### src/rtl/slowidle_pkg.sv
package slowidle_pkg;

    typedef enum logic [1:0] {
        MODE_RUN  = 2'd0,
        MODE_STD  = 2'd1,
        MODE_SLOW = 2'd2
    } idle_mode_e;

    // derived clock domains, index into the enable vector
    localparam int unsigned DOM_CORE  = 0;
    localparam int unsigned DOM_SER   = 1;
    localparam int unsigned DOM_TMR   = 2;
    localparam int unsigned DOM_OUT   = 3;
    localparam int unsigned DOM_COUNT = 4;

endpackage

### src/rtl/idle_seq.sv
module idle_seq
    import slowidle_pkg::*;
#(
    parameter int unsigned SEL_W = 2
) (
    input  logic             clk,
    input  logic             rst_n,
    input  logic             enter_req,
    input  logic             enter_slow,
    input  logic [SEL_W-1:0] enter_sel,
    input  logic             wake_any,
    input  logic             div_tick,
    output idle_mode_e       mode,
    output logic [SEL_W-1:0] sel
);

    typedef struct packed {
        idle_mode_e       mode;
        logic [SEL_W-1:0] sel;
    } seq_t;

    seq_t cur_q, nxt_d;

    always_comb begin
        nxt_d = cur_q;
        case (cur_q.mode)
            MODE_RUN: begin
                if (enter_req) begin
                    nxt_d.mode = enter_slow ? MODE_SLOW : MODE_STD;
                    nxt_d.sel  = enter_sel;
                end
            end
            MODE_STD: begin
                if (wake_any) nxt_d.mode = MODE_RUN;
            end
            MODE_SLOW: begin
                // only act on a divided-clock boundary
                if (div_tick && wake_any) nxt_d.mode = MODE_RUN;
            end
            default: nxt_d.mode = MODE_RUN;
        endcase
    end

    always_ff @(posedge clk or negedge rst_n) begin
        if (!rst_n) begin
            cur_q.mode <= MODE_RUN;
            cur_q.sel  <= '0;
        end else begin
            cur_q <= nxt_d;
        end
    end

    assign mode = cur_q.mode;
    assign sel  = cur_q.sel;

endmodule

### src/rtl/slow_divider.sv
module slow_divider #(
    parameter int unsigned DIV_LOG2 = 4,
    parameter int unsigned SEL_W    = 2
) (
    input  logic             clk,
    input  logic             rst_n,
    input  logic             active,
    input  logic [SEL_W-1:0] sel,
    output logic             tick
);

    localparam int unsigned CNT_W = DIV_LOG2 + (1 << SEL_W) - 1;

    typedef struct packed {
        logic [CNT_W-1:0] cnt;
    } div_t;

    div_t div_q, div_d;
    logic [CNT_W-1:0] last_d;
    logic             tick_d;

    always_comb begin
        last_d = CNT_W'((32'd1 << (DIV_LOG2 + 32'(sel))) - 32'd1);
        tick_d = active && (div_q.cnt == last_d);
        div_d  = div_q;
        if (!active || tick_d) div_d.cnt = '0;
        else                   div_d.cnt = div_q.cnt + 1'b1;
    end

    always_ff @(posedge clk or negedge rst_n) begin
        if (!rst_n) div_q.cnt <= '0;
        else        div_q     <= div_d;
    end

    assign tick = tick_d;

endmodule

### src/rtl/ce_fanout.sv
module ce_fanout
    import slowidle_pkg::*;
#(
    parameter int unsigned NDOM = DOM_COUNT
) (
    input  idle_mode_e      mode,
    input  logic            tick,
    output logic [NDOM-1:0] ce
);

    genvar g;
    generate
        for (g = 0; g < NDOM; g++) begin : g_dom
            assign ce[g] = (mode != MODE_SLOW) || tick;
        end
    endgenerate

endmodule

### src/rtl/slowidle_ctrl.sv
module slowidle_ctrl
    import slowidle_pkg::*;
#(
    parameter int unsigned NIRQ     = 8,
    parameter int unsigned DIV_LOG2 = 4,
    parameter int unsigned SEL_W    = 2
) (
    input  logic             clk,
    input  logic             rst_n,
    input  logic             idle_req,
    input  logic             idle_slow,
    input  logic [SEL_W-1:0] idle_div_sel,
    input  logic [NIRQ-1:0]  irq_pend,
    input  logic [NIRQ-1:0]  irq_mask,
    input  logic             steal_req,
    output logic             exec_en,
    output logic             idle_active,
    output logic             core_ce,
    output logic             sclk_ce,
    output logic             tmr_ce,
    output logic             clkout_ce,
    output logic             dma_ce
);

    typedef struct packed {
        logic dma;
    } top_t;

    idle_mode_e          mode;
    logic [SEL_W-1:0]    sel;
    logic                wake_any;
    logic                div_tick;
    logic [DOM_COUNT-1:0] dom_ce;
    top_t                top_q, top_d;

    assign wake_any = |(irq_pend & irq_mask);

    idle_seq #(.SEL_W(SEL_W)) u_seq (
        .clk        (clk),
        .rst_n      (rst_n),
        .enter_req  (idle_req),
        .enter_slow (idle_slow),
        .enter_sel  (idle_div_sel),
        .wake_any   (wake_any),
        .div_tick   (div_tick),
        .mode       (mode),
        .sel        (sel)
    );

    slow_divider #(.DIV_LOG2(DIV_LOG2), .SEL_W(SEL_W)) u_div (
        .clk    (clk),
        .rst_n  (rst_n),
        .active (mode == MODE_SLOW),
        .sel    (sel),
        .tick   (div_tick)
    );

    ce_fanout #(.NDOM(DOM_COUNT)) u_ce (
        .mode (mode),
        .tick (div_tick),
        .ce   (dom_ce)
    );

    always_comb begin
        top_d     = top_q;
        top_d.dma = steal_req;
    end

    always_ff @(posedge clk or negedge rst_n) begin
        if (!rst_n) top_q.dma <= 1'b0;
        else        top_q     <= top_d;
    end

    assign exec_en     = (mode == MODE_RUN);
    assign idle_active = (mode != MODE_RUN);
    assign core_ce     = dom_ce[DOM_CORE];
    assign sclk_ce     = dom_ce[DOM_SER];
    assign tmr_ce      = dom_ce[DOM_TMR];
    assign clkout_ce   = dom_ce[DOM_OUT];
    assign dma_ce      = top_q.dma;

endmodule

### config.mk
export PLATFORM = sky130hd
export DESIGN_NAME = slowidle_ctrl
export DESIGN_NICKNAME = d
export VERILOG_FILES = /design/src/rtl/slowidle_pkg.sv /design/src/rtl/idle_seq.sv /design/src/rtl/slow_divider.sv /design/src/rtl/ce_fanout.sv /design/src/rtl/slowidle_ctrl.sv
export SDC_FILE = /design/constraint.sdc
export NUM_CORES = 1
export LEC_CHECK = 0
export ABC_AREA = 1
export CORE_AREA = 2 2 39 41
export DETAILED_ROUTE_END_ITERATION = 8
export DIE_AREA = 0 0 41 43
export DONT_BUFFER_PORTS = 1
export GPL_ROUTABILITY_DRIVEN = 0
export PLACE_DENSITY = 0.79
export SLEW_MARGIN = 30
export SYNTH_ARGS = -nofsm -noshare
export SYNTH_HDL_FRONTEND = slang
export SYNTH_SLANG_ARGS = --single-unit
### constraint.sdc
create_clock -name clk -period 4 [get_ports clk]
set_clock_uncertainty 0.1 [all_clocks]
set_input_delay 0.4 -clock clk [delete_from_list [all_inputs] [get_ports clk]]
set_output_delay 0.4 -clock clk [all_outputs]
set_load 0.02 [all_outputs]
==> flow_summary.ini <==
[yosys]
syn-num-nets = 111
synth-seq-cells = 12
synth_top_area_share = 0.4248
synth.distinct_cells = 21
yosysSeqAreaShare = 0.4248
syn_inst = 87
avgSynthCellArea_sq_um = 8.126
netlist_area_sq_um = 706.9
yosys-top-cells-area = dfrtp_1, nand2_1, nor2_2, inv_1, nor2_1
yosys.area.top_type = dfrtp_1
synth_warnings = 0

[routing]
routed_wl_microns = 1135
num_vias = 530
drtPass1Iterations = 4
antenna_left = 0
wl_per_cell_microns = 10.81
drcViolationCount = 0
drtIter0Drc = 12
vias_per_cell = 5.048

[sta]
final_hold_viol_count = 0
post-route-period-util = 0.5136
tns_ps = 0
max_clock_freq_ghz = 0.4868
whs_ps = 52.30
tightest_slew_ps = 535.6
slew_headroom = 0.6417
setup_viol = 0
post-route-min-period_ps = 2054
slew_viol_final = 0
rsz0062_at_grt = no

[cts]
path_clk_slew_ps = 70
cts-resized-gates = 0
cts_max_path_buffers = 2
cts_tree = built
postCtsHoldBufs = 1
cts-root-buf = clkbuf_4
htree_num_levels = 1
insertion_delay_ps = 270
cts_setup_buffers = 0
cts_buffers = 3
cts_sinks = 12

[setup_path]
worstSetupStartpoint = u_div.div_q[0]
rr_worst_depth = 6
timing.rr.start = u_div.div_q[0]
cp.arrival_ps = 1550
critPathCaptureType = primary output
crit_end = core_ce
reg2reg_to = u_div.div_q[6]
worstSetupPathType = flip-flop to primary output
critPathMaxFanout = 10
r2r_slack_ps = 2430
startpoint_type = flip-flop
required_ps = 3500

[cells_and_area]
final.fill_count = 132
final_core_util = 0.5425
drive_above_1_share = 0.2584
multiInputGateArea_sq_um = 335.3
syn_to_final_growth_pct = 6.195
register_area_sq_um = 300.3
n_antenna_cell = 0
final_nets = 114

[run_status]
status = finished, final reports clean

[pwr]
irDropWorstVdd_mv = 0.3887
internal_power_mw = 0.2533
seqPwrFrac = 0.385
p_sw_mw = 0.1988
power_density_nw_per_um2 = 602.3
finalPower_mw = 0.4521
p_clk_frac = 0.210
p_leak_nw = 0.3612
p_comb_frac = 0.405
swShare = 0.4398

[floorplanning]
die_area_sq_um = 1763
rows = 14
start_util = 0.5108
io_pins = 30
chipHeight_microns = 43
die_w_microns = 41
core_area_sq_um = 1384

[global_route]
grt_overflow_total = 0
grt_util_all_layers = 0.1674
grt_max_degree = 13
grt_pass1_wl_microns = 1959
grt_pass1_vias = 484
antenna_found_initial = 0

[placed_design]
io_buffers = 0
dp_hpwl_microns = 921.7

[worst_hold_path]
hold_path_class = primary input to flip-flop

[job]
max_cap_violations = 0
-- power by group through the flow --
stage | clock (mW) | sequential [mW] | combinational, mW
3_5_place_dp | 0 | 0.176 | 0.183
6_report | 0.0950 | 0.174 | 0.183
5_1_grt | 0.103 | 0.178 | 0.209
2_1_floorplan | 0 | 0.171 | 0.187
3_3_place_gp | 0 | 0.174 | 0.180
4_1_cts | 0.0989 | 0.174 | 0.186
-- state kept, by name, indices dropped and copies added, names as in the netlist --
name         flops
dma_ce           1
u_div.div_q      7
u_seq.mode       2
u_seq.sel        2
-- cells in the mapped netlist (all sizes together) --
cell	count
nand3	5
nand4	1
xnor2	1
buf	3
nor2	16
nor3	1
a21oi	1
ha	1
xor2	3
dfrtp	12
inv	13
nand2	26
o21ai	3
o21bai	1
-- routing by layer --
layer,vias to the layer above,track usage,share of wire
met5,-,0,0
met4,0,0.08000,0.0088
met3,2,0.05236,0.078
met2,26,0.2438,0.51
met1,236,0.2180,0.40
li1,266,-,-
-- area by class of cell --
cell class / instances / share of cell area
clock buffer: 4 / 0.04833
inverter: 13 / 0.06500
tap: 16 / 0.02667
multi-input combinational: 59 / 0.4467
timing repair buffer: 1 / 0.01333
sequential: 12 / 0.4000
-- through the flow --
| step | area, sq um | std cells | setup slack, ps |
|---|---|---|---|
| after global placement | 704.4 | 100 | 2274 |
| final | 750.7 | 105 | 1946 |
| after floorplan | 706.9 | 87 | 2247 |
| after global routing | 750.7 | 105 | 1827 |
| after detailed placement | 704.4 | 100 | 2230 |
| after CTS | 750.7 | 105 | 1922 |
-- worst min-delay path by stage --
stage                         start  endpoint  slack [ps]  cells past startpoint
after floorplan               rst_n    dma_ce           4                      0
after global placement        rst_n    dma_ce           5                      0
after detailed placement      rst_n    dma_ce           5                      0
after CTS                 steal_req    dma_ce          40                      0
after global routing      steal_req    dma_ce          30                      0
final                     steal_req    dma_ce          50                      0
-- critical path, stage by stage (launching register included) --
cell	delay, ps
dfrtp_1	390
ha_1	210
nand3_2	150
nor2_4	150
nand3_4	100
nand2_4	280
-- cell families (layout without fill, tap and decap cells) --
logic type                 count (synthesis)  in the layout  share of synthesized area
AOI/OAI and AO/OA                          5              5                    0.04423
xor gates and xnor gates                   4              4                    0.04957
adders and majority gates                  1              1                    0.01770
buffers and inverters                     16             18                     0.1009
DFF                                       12             12                     0.4248
and+or+nand+nor                           49             49                     0.3628
-- cells in the final DEF (no fill, tap or decap) --
cell / n
nand4_1: 1
nand3_1: 3
xor2_1: 3
ha_1: 1
o21ai_1: 3
nor2_4: 1
nand2_1: 23
clkbuf_4: 3
xnor2_1: 1
nand3_4: 1
a21oi_1: 1
nand2_4: 1
o21bai_2: 1
clkbuf_8: 1
inv_2: 3
nor3_2: 1
nand3_2: 1
nor2_1: 7
inv_1: 10
nand2_2: 2
dlygate4sd3_1: 1
nor2_2: 8
dfrtp_1: 12
(Power assumes the default switching activity.)
